**src/rtl/divPkg.sv**
```systemverilog
`timescale 1ns/1ps
package divPkg;

  typedef enum logic [1:0] {
    OP_SDIV16  = 2'd0,
    OP_UDIV32  = 2'd1,
    OP_SDIV32  = 2'd2,
    OP_SDIV32B = 2'd3
  } divOpE;

  // control-to-datapath strobes
  typedef struct packed {
    logic load;
    logic step;
    logic finish;
  } divStrobeS;

endpackage

```
**src/rtl/divCtrl.sv**
```systemverilog
`timescale 1ns/1ps
module divCtrl
  import divPkg::*;
#(
  parameter int W = 16
) (
  input  logic       clk,
  input  logic       rstN,
  input  logic       start,
  input  logic [1:0] op,
  input  logic       divZero,
  output divStrobeS  strobe,
  output logic       busy,
  output logic       done
);

  localparam int SHORT_ITERS = W;
  localparam int LONG_ITERS  = 2 * W;
  localparam int CW          = $clog2(LONG_ITERS + 1);

  typedef enum logic [1:0] {ST_IDLE, ST_RUN, ST_FIN} stateE;

  stateE         state;
  logic [CW-1:0] iterLeft;
  logic          accept;

  assign accept = start && (state == ST_IDLE);

  always_ff @(posedge clk or negedge rstN) begin
    if (!rstN) begin
      state    <= ST_IDLE;
      iterLeft <= '0;
      done     <= 1'b0;
    end else begin
      done <= (state == ST_FIN);
      case (state)
        ST_IDLE: begin
          if (accept) begin
            if (divZero) begin
              state <= ST_FIN;
            end else begin
              state    <= ST_RUN;
              iterLeft <= (op == OP_SDIV16) ? CW'(SHORT_ITERS) : CW'(LONG_ITERS);
            end
          end
        end
        ST_RUN: begin
          iterLeft <= iterLeft - 1'b1;
          if (iterLeft == CW'(1)) state <= ST_FIN;
        end
        default: state <= ST_IDLE;
      endcase
    end
  end

  assign busy          = (state != ST_IDLE);
  assign strobe.load   = accept;
  assign strobe.step   = (state == ST_RUN);
  assign strobe.finish = (state == ST_FIN);

endmodule

```
**src/rtl/divDatapath.sv**
```systemverilog
`timescale 1ns/1ps
module divDatapath
  import divPkg::*;
#(
  parameter int W = 16
) (
  input  logic         clk,
  input  logic         rstN,
  input  divStrobeS    strobe,
  input  logic [1:0]   op,
  input  logic [W-1:0] regD,
  input  logic [W-1:0] regX,
  input  logic [W-1:0] regY,
  input  logic         zIn,
  input  logic         nIn,
  input  logic         vIn,
  output logic         divZero,
  output logic [W-1:0] outD,
  output logic [W-1:0] outX,
  output logic [W-1:0] outY,
  output logic         flagC,
  output logic         flagZ,
  output logic         flagN,
  output logic         flagV
);

  localparam int DW = 2 * W;

  // operands captured at load
  logic [W-1:0]  keepD, keepX, keepY;
  logic          keepZ, keepN, keepV;
  logic          shortOp, signedOp, negQuot, negRem;
  logic [W-1:0]  divMag;
  // iteration state: dividend/quotient shifter and partial remainder
  logic [DW-1:0] dq;
  logic [W-1:0]  rem;

  // load-side combinational values
  logic [DW-1:0] dividendIn, dividendMag;
  logic [W-1:0]  divisorMag;
  logic          sgnIn, dividendNeg, divisorNeg, shortIn;

  always_comb begin
    shortIn     = (op == OP_SDIV16);
    sgnIn       = (op != OP_UDIV32);
    dividendIn  = shortIn ? {{W{regD[W-1]}}, regD} : {regY, regD};
    dividendNeg = sgnIn & dividendIn[DW-1];
    dividendMag = dividendNeg ? -dividendIn : dividendIn;
    divisorNeg  = sgnIn & regX[W-1];
    divisorMag  = divisorNeg ? -regX : regX;
  end

  assign divZero = (regX == '0);

  // one restoring step
  logic [W:0] trial;
  assign trial = {rem, dq[DW-1]} - {1'b0, divMag};

  // result-side combinational values
  logic [DW:0]  quotSigned;
  logic [W-1:0] remSigned;
  logic [DW-W+1:0] upperBits;
  logic         quotOvf;

  always_comb begin
    quotSigned = negQuot ? -{1'b0, dq} : {1'b0, dq};
    remSigned  = negRem ? -rem : rem;
    upperBits  = quotSigned[DW:W-1];
    quotOvf    = signedOp ? !((&upperBits) || !(|upperBits))
                          : (|dq[DW-1:W]);
  end

  always_ff @(posedge clk or negedge rstN) begin
    if (!rstN) begin
      keepD <= '0; keepX <= '0; keepY <= '0;
      keepZ <= 1'b0; keepN <= 1'b0; keepV <= 1'b0;
      shortOp <= 1'b0; signedOp <= 1'b0; negQuot <= 1'b0; negRem <= 1'b0;
      divMag <= '0; dq <= '0; rem <= '0;
      outD <= '0; outX <= '0; outY <= '0;
      flagC <= 1'b0; flagZ <= 1'b0; flagN <= 1'b0; flagV <= 1'b0;
    end else begin
      if (strobe.load) begin
        keepD    <= regD;
        keepX    <= regX;
        keepY    <= regY;
        keepZ    <= zIn;
        keepN    <= nIn;
        keepV    <= vIn;
        shortOp  <= shortIn;
        signedOp <= sgnIn;
        negQuot  <= dividendNeg ^ divisorNeg;
        negRem   <= dividendNeg;
        divMag   <= divisorMag;
        dq       <= shortIn ? {dividendMag[W-1:0], {W{1'b0}}} : dividendMag;
        rem      <= '0;
      end
      if (strobe.step) begin
        if (!trial[W]) begin
          rem <= trial[W-1:0];
          dq  <= {dq[DW-2:0], 1'b1};
        end else begin
          rem <= {rem[W-2:0], dq[DW-1]};
          dq  <= {dq[DW-2:0], 1'b0};
        end
      end
      if (strobe.finish) begin
        if (divMag == '0) begin
          outD  <= keepD;
          outX  <= keepX;
          outY  <= keepY;
          flagC <= 1'b1;
          flagZ <= keepZ;
          flagN <= keepN;
          flagV <= keepV;
        end else begin
          outD  <= remSigned;
          outX  <= shortOp ? quotSigned[W-1:0] : keepX;
          outY  <= shortOp ? keepY : quotSigned[W-1:0];
          flagC <= 1'b0;
          flagZ <= (dq == '0);
          flagN <= quotSigned[W-1];
          flagV <= quotOvf;
        end
      end
    end
  end

endmodule

```
**src/rtl/divUnit.sv**
```systemverilog
`timescale 1ns/1ps
module divUnit
  import divPkg::*;
#(
  parameter int W = 16
) (
  input  logic         clk,
  input  logic         rstN,
  input  logic         start,
  input  logic [1:0]   op,
  input  logic [W-1:0] regD,
  input  logic [W-1:0] regX,
  input  logic [W-1:0] regY,
  input  logic         zIn,
  input  logic         nIn,
  input  logic         vIn,
  output logic         busy,
  output logic         done,
  output logic [W-1:0] outD,
  output logic [W-1:0] outX,
  output logic [W-1:0] outY,
  output logic         flagC,
  output logic         flagZ,
  output logic         flagN,
  output logic         flagV
);

  divStrobeS strobe;
  logic      divZero;

  divCtrl #(.W(W)) ctrl_i (
    .clk(clk), .rstN(rstN), .start(start), .op(op), .divZero(divZero),
    .strobe(strobe), .busy(busy), .done(done)
  );

  divDatapath #(.W(W)) path_i (
    .clk(clk), .rstN(rstN), .strobe(strobe), .op(op),
    .regD(regD), .regX(regX), .regY(regY),
    .zIn(zIn), .nIn(nIn), .vIn(vIn), .divZero(divZero),
    .outD(outD), .outX(outX), .outY(outY),
    .flagC(flagC), .flagZ(flagZ), .flagN(flagN), .flagV(flagV)
  );

endmodule

```
**config.mk**
```make
export PLATFORM = sky130hd
export DESIGN_NAME = divUnit
export DESIGN_NICKNAME = d
export VERILOG_FILES = /design/src/rtl/divPkg.sv /design/src/rtl/divCtrl.sv /design/src/rtl/divDatapath.sv /design/src/rtl/divUnit.sv
export SDC_FILE = /design/constraint.sdc
export NUM_CORES = 1
export LEC_CHECK = 0
export BUFFER_PORTS_ARGS = -buffer_cell sky130_fd_sc_hd__buf_2
export CORE_MARGIN = 8
export CORE_UTILIZATION = 53
export DETAILED_ROUTE_END_ITERATION = 10
export GPL_TIMING_DRIVEN = 1
export PLACE_DENSITY = 0.79
export SYNTH_ARGS = -nofsm -noshare
export SYNTH_HDL_FRONTEND = slang
export SYNTH_HIERARCHICAL = 1
export SYNTH_SLANG_ARGS = --single-unit
```
**constraint.sdc**
```tcl
create_clock -name clk -period 2.9 [get_ports clk]
set_input_delay 0.145 -clock clk [delete_from_list [all_inputs] [get_ports clk]]
set_output_delay 0.145 -clock clk [all_outputs]
set_load 0.005 [all_outputs]
```
==> impl_results.md <==
- Multi-input gate area: 6440 um^2
- Flops & latches, synth: 179
- Pwr dens: 1230 nW/um^2
- Slowest library cell on the worst path: o311ai_1
- Cell row count: 53
- Clock sink count: 179
- Hold Vio Cnt, Final: 0
- Combinational share of power: 57.2%
- Final core utilization: 64.9%
- Maxcap violations: 0
- Mapped cell area: 11200 um^2
- Power, Total: 0.0167 W
- Peak supply drop: 0.606 mV
- Clock buffer depth: 2
- Post-DP HPWL: 25.0 mm
- RSZ-0062 raised after global routing: yes
- Crit end category: flop
- Clk_skew: 0.0105 ns
- Mapped Cells: 1209
- Post-Syn Nets: 1288
- Area after DPL: 12600 um^2
- Share of the synthesized area in the top cell type: 39.9%
- Number of fill cells: 1638
- Stages on worst setup path: 11
- Seq pwr share: 28.5%
- Clk slew on worst S/H paths: 0.08 ns
- Die width: 161 um
- Antenna Cells: 0
- CTS root buffer: clkbuf_16
- Crit path max-delay family: compound AO/OA/AOI/OAI gates
- Count of pins over their slew limit: 0
- GRT Resource Usage Total: 25.0%
- Die Y-Extent: 161 um
- FF+latch area: 4480 um^2
- Cell with the most instances after synthesis: dfrtp_1
- CP endpoint: path_i/rem[13]$_DFFE_PN0P_
- Initial antenna violation count: 1
- Critical path cell sequence: inv_1 -> ha_1 -> nor2b_1 -> o21a_1 -> o21ai_0 -> a2111oi_0 -> buf_4 -> o311ai_1 -> nor3b_1 -> a211oi_1 -> o221ai_1
- Critical path arrival: 3.18 ns
- First-pass GRT wire length: 52.1 mm
- Clock share of power: 14.3%
- Vias in the first global route: 9671
- Measured slew at the worst slew-check pin: 0.754 ns
- Synth cell count leaders: 179 x dfrtp_1, 134 x nor2_1, 109 x a21oi_1
- R2R cell count: 11
- Ys flop type: dfrtp_1
- Worst R2R Setup Slack: 0.02 ns
- Worst reg2reg path startpoint: path_i/divMag[1]$_DFFE_PN0P_
- Yosys warns: 6
- Clk Latency, worst-skew pair: 0.44 ns
- Final Critical Period: 2.88 ns
- Fin nets: 1461
- # DRC: 0
- Synth Area per Inst: 9.28 um^2
- CTS Buf Count: 17
- Lkg Pwr: 6.17 nW
- Synth-to-Final Area Change: 20.8%
- Placer Congestion: 0.930
- Synth top area cells: dfrtp_1 40%, mux2_2 10%, a21oi_1 4.9%
- DRT Pass-1 Iters: 5
- Worst setup startpoint: path_i/divMag[1]$_DFFE_PN0P_
- Net switching power: 0.00727 W
- Crit-path max FO: 3
- Finished Cell Area: 13500 um^2
- Switching share of power: 43.6%
- Die area: 26100 um^2
- Finished Layout Cells: 1670
- Slowest Stage Delay on Critical Path: 0.49 ns
- Slew margin rel.: 49.6%
- Vias: 10300
- CP required: 3.20 ns
- Wirelength per Cell: 20.4 um
- CORE AREA: 20900 um^2
- Initial core utilization: 53.7%
- Largest net degree at the start of global routing: 79
- I/O pins: 110
- CP Class: flop to flop
- Avg Vias per Cell: 6.17
- Number of synthesized flops with an enable pin: 0
- Initial DRC count: 1028
- TritonCTS clock tree: done
- I/O Buffers: 109
- Total congestion overflow: 0
- Final WL: 34.1 mm
- Buf/Inv on CP: 2
- Outcome: finished clean
- Synth async-reset ratio: 100%
- Share of cells above drive strength 1: 28.1%
- Cell internal pwr: 0.00939 W
- Final worst-path cycle share: 99.3%
- H-Tree Depth: 4
- Sequential area share after synthesis: 39.9%
- Finish-stage setup viols: 0
- Netlist cell types: 79
- Reg2reg end: path_i/rem[13]$_DFFE_PN0P_
- Worst hold slack: 0.000148 ns
- CP startpoint kind: flop
- Post-synth top area cell: dfrtp_1
- Dpl cells: 1617
- Fmax: 347 MHz
- HP Class: input pin to flop
- Final ANT Viol Nets: 0
cells by family (layout without fill, tap and decap cells):
family          after synthesis  count (layout)  share of synthesized area [%]
flops                       179             179                           39.9
xor+xnor                     84              84                           6.56
mux                         136             136                           13.3
fa+ha+maj                    23              23                           2.63
simple gates                382             382                           17.4
compound gates              291             291                           16.2
buf+inv                     114             300                           4.05
registers in the layout, summed over array words and instances (netlist names), 2 cells and up:
signal / flops
path_i/dq: 32
path_i/keepY: 16
path_i/outD: 16
path_i/keepX: 16
path_i/outY: 16
path_i/rem: 16
ctrl_i/iterLeft: 6
ctrl_i/state: 2
path_i/outX: 16
path_i/divMag: 15
path_i/keepD: 16
layout by cell type, fill, tap and decap left out, drive strengths merged, types with 22 or more instances in the layout:
master  instances
buf           212
inv            54
mux2i          35
dfrtp         179
xor2           51
a21oi         109
nand2          81
xnor2          33
nor3           26
ha             22
mux2          101
o21ai          62
nor2          134
stage by stage:
step / setup TNS (ns) / setup slack (ns)
3_5_place_dp: -0.0700 / -0.0700
5_1_grt: -0.339 / -0.0917
2_1_floorplan: 0 / 0.0111
4_1_cts: -0.0273 / -0.0273
6_report: 0 / 0.0213
3_3_place_gp: -0.0178 / -0.0178
power groups by stage:
stage	Combinational [W]	Clock [W]	Sequential, W
2_1_floorplan	0.00585	0	0.00456
4_1_cts	0.00878	0.00241	0.00470
3_5_place_dp	0.00866	0	0.00473
3_3_place_gp	0.00842	0	0.00467
6_report	0.00952	0.00239	0.00474
5_1_grt	0.0103	0.00251	0.00488
per-layer routing:
layer	share of wire, %	up-vias	GRT usage (%)
met5	0.026	-	0
met4	2.9	2	9.13
met3	8.4	82	4.94
met2	45	501	38.3
met1	44	5009	34.7
li1	-	4715	-
worst min-delay path by stage:
stage | slack [ns] | end | depth (start not counted) | start
after CTS | 0.002 | path_i/keepY[9]$_DFFE_PN0P_ | 2 | regY[9]
after detailed placement | 0.19 | path_i/keepX[12]$_DFFE_PN0P_ | 1 | rstN
after global routing | 0.01 | path_i/keepX[12]$_DFFE_PN0P_ | 2 | regX[12]
after floorplan | -0.15 | ctrl_i/done$_DFF_PN0_ | 0 | rstN
after global placement | 0.19 | path_i/keepX[12]$_DFFE_PN0P_ | 1 | rstN
final | 0.0001 | path_i/keepY[9]$_DFFE_PN0P_ | 2 | regY[9]
worst reg2reg max path, delay by kind of cell (launching register included):
| kind | cells | cell delay, ns |
|---|---|---|
| compound gates | 6 | 1.57 |
| buf+inv | 2 | 0.26 |
| fa+ha+maj | 1 | 0.30 |
| flops | 1 | 0.36 |
| simple gates | 2 | 0.26 |
cell type report:
type                    instances  share of cell area [%]
multi-input cells             916                    47.5
flip-flops and latches        179                    33.1
repair buffers                223                    11.1
clock buffers                  17                    3.14
well taps                     275                    2.54
clock inverters                15                    1.36
inverters                      45                    1.25
timing repair:
item,CTS,global route
endpoints found under the hold margin,75,0
gates resized for setup,3,28
endpoints found under the setup margin,3,17
cloned,0,2
pin swaps,0,14
hold buffers,9,0
buffers inserted,1,9
Note: power is estimated with default switching activity, not from simulation.
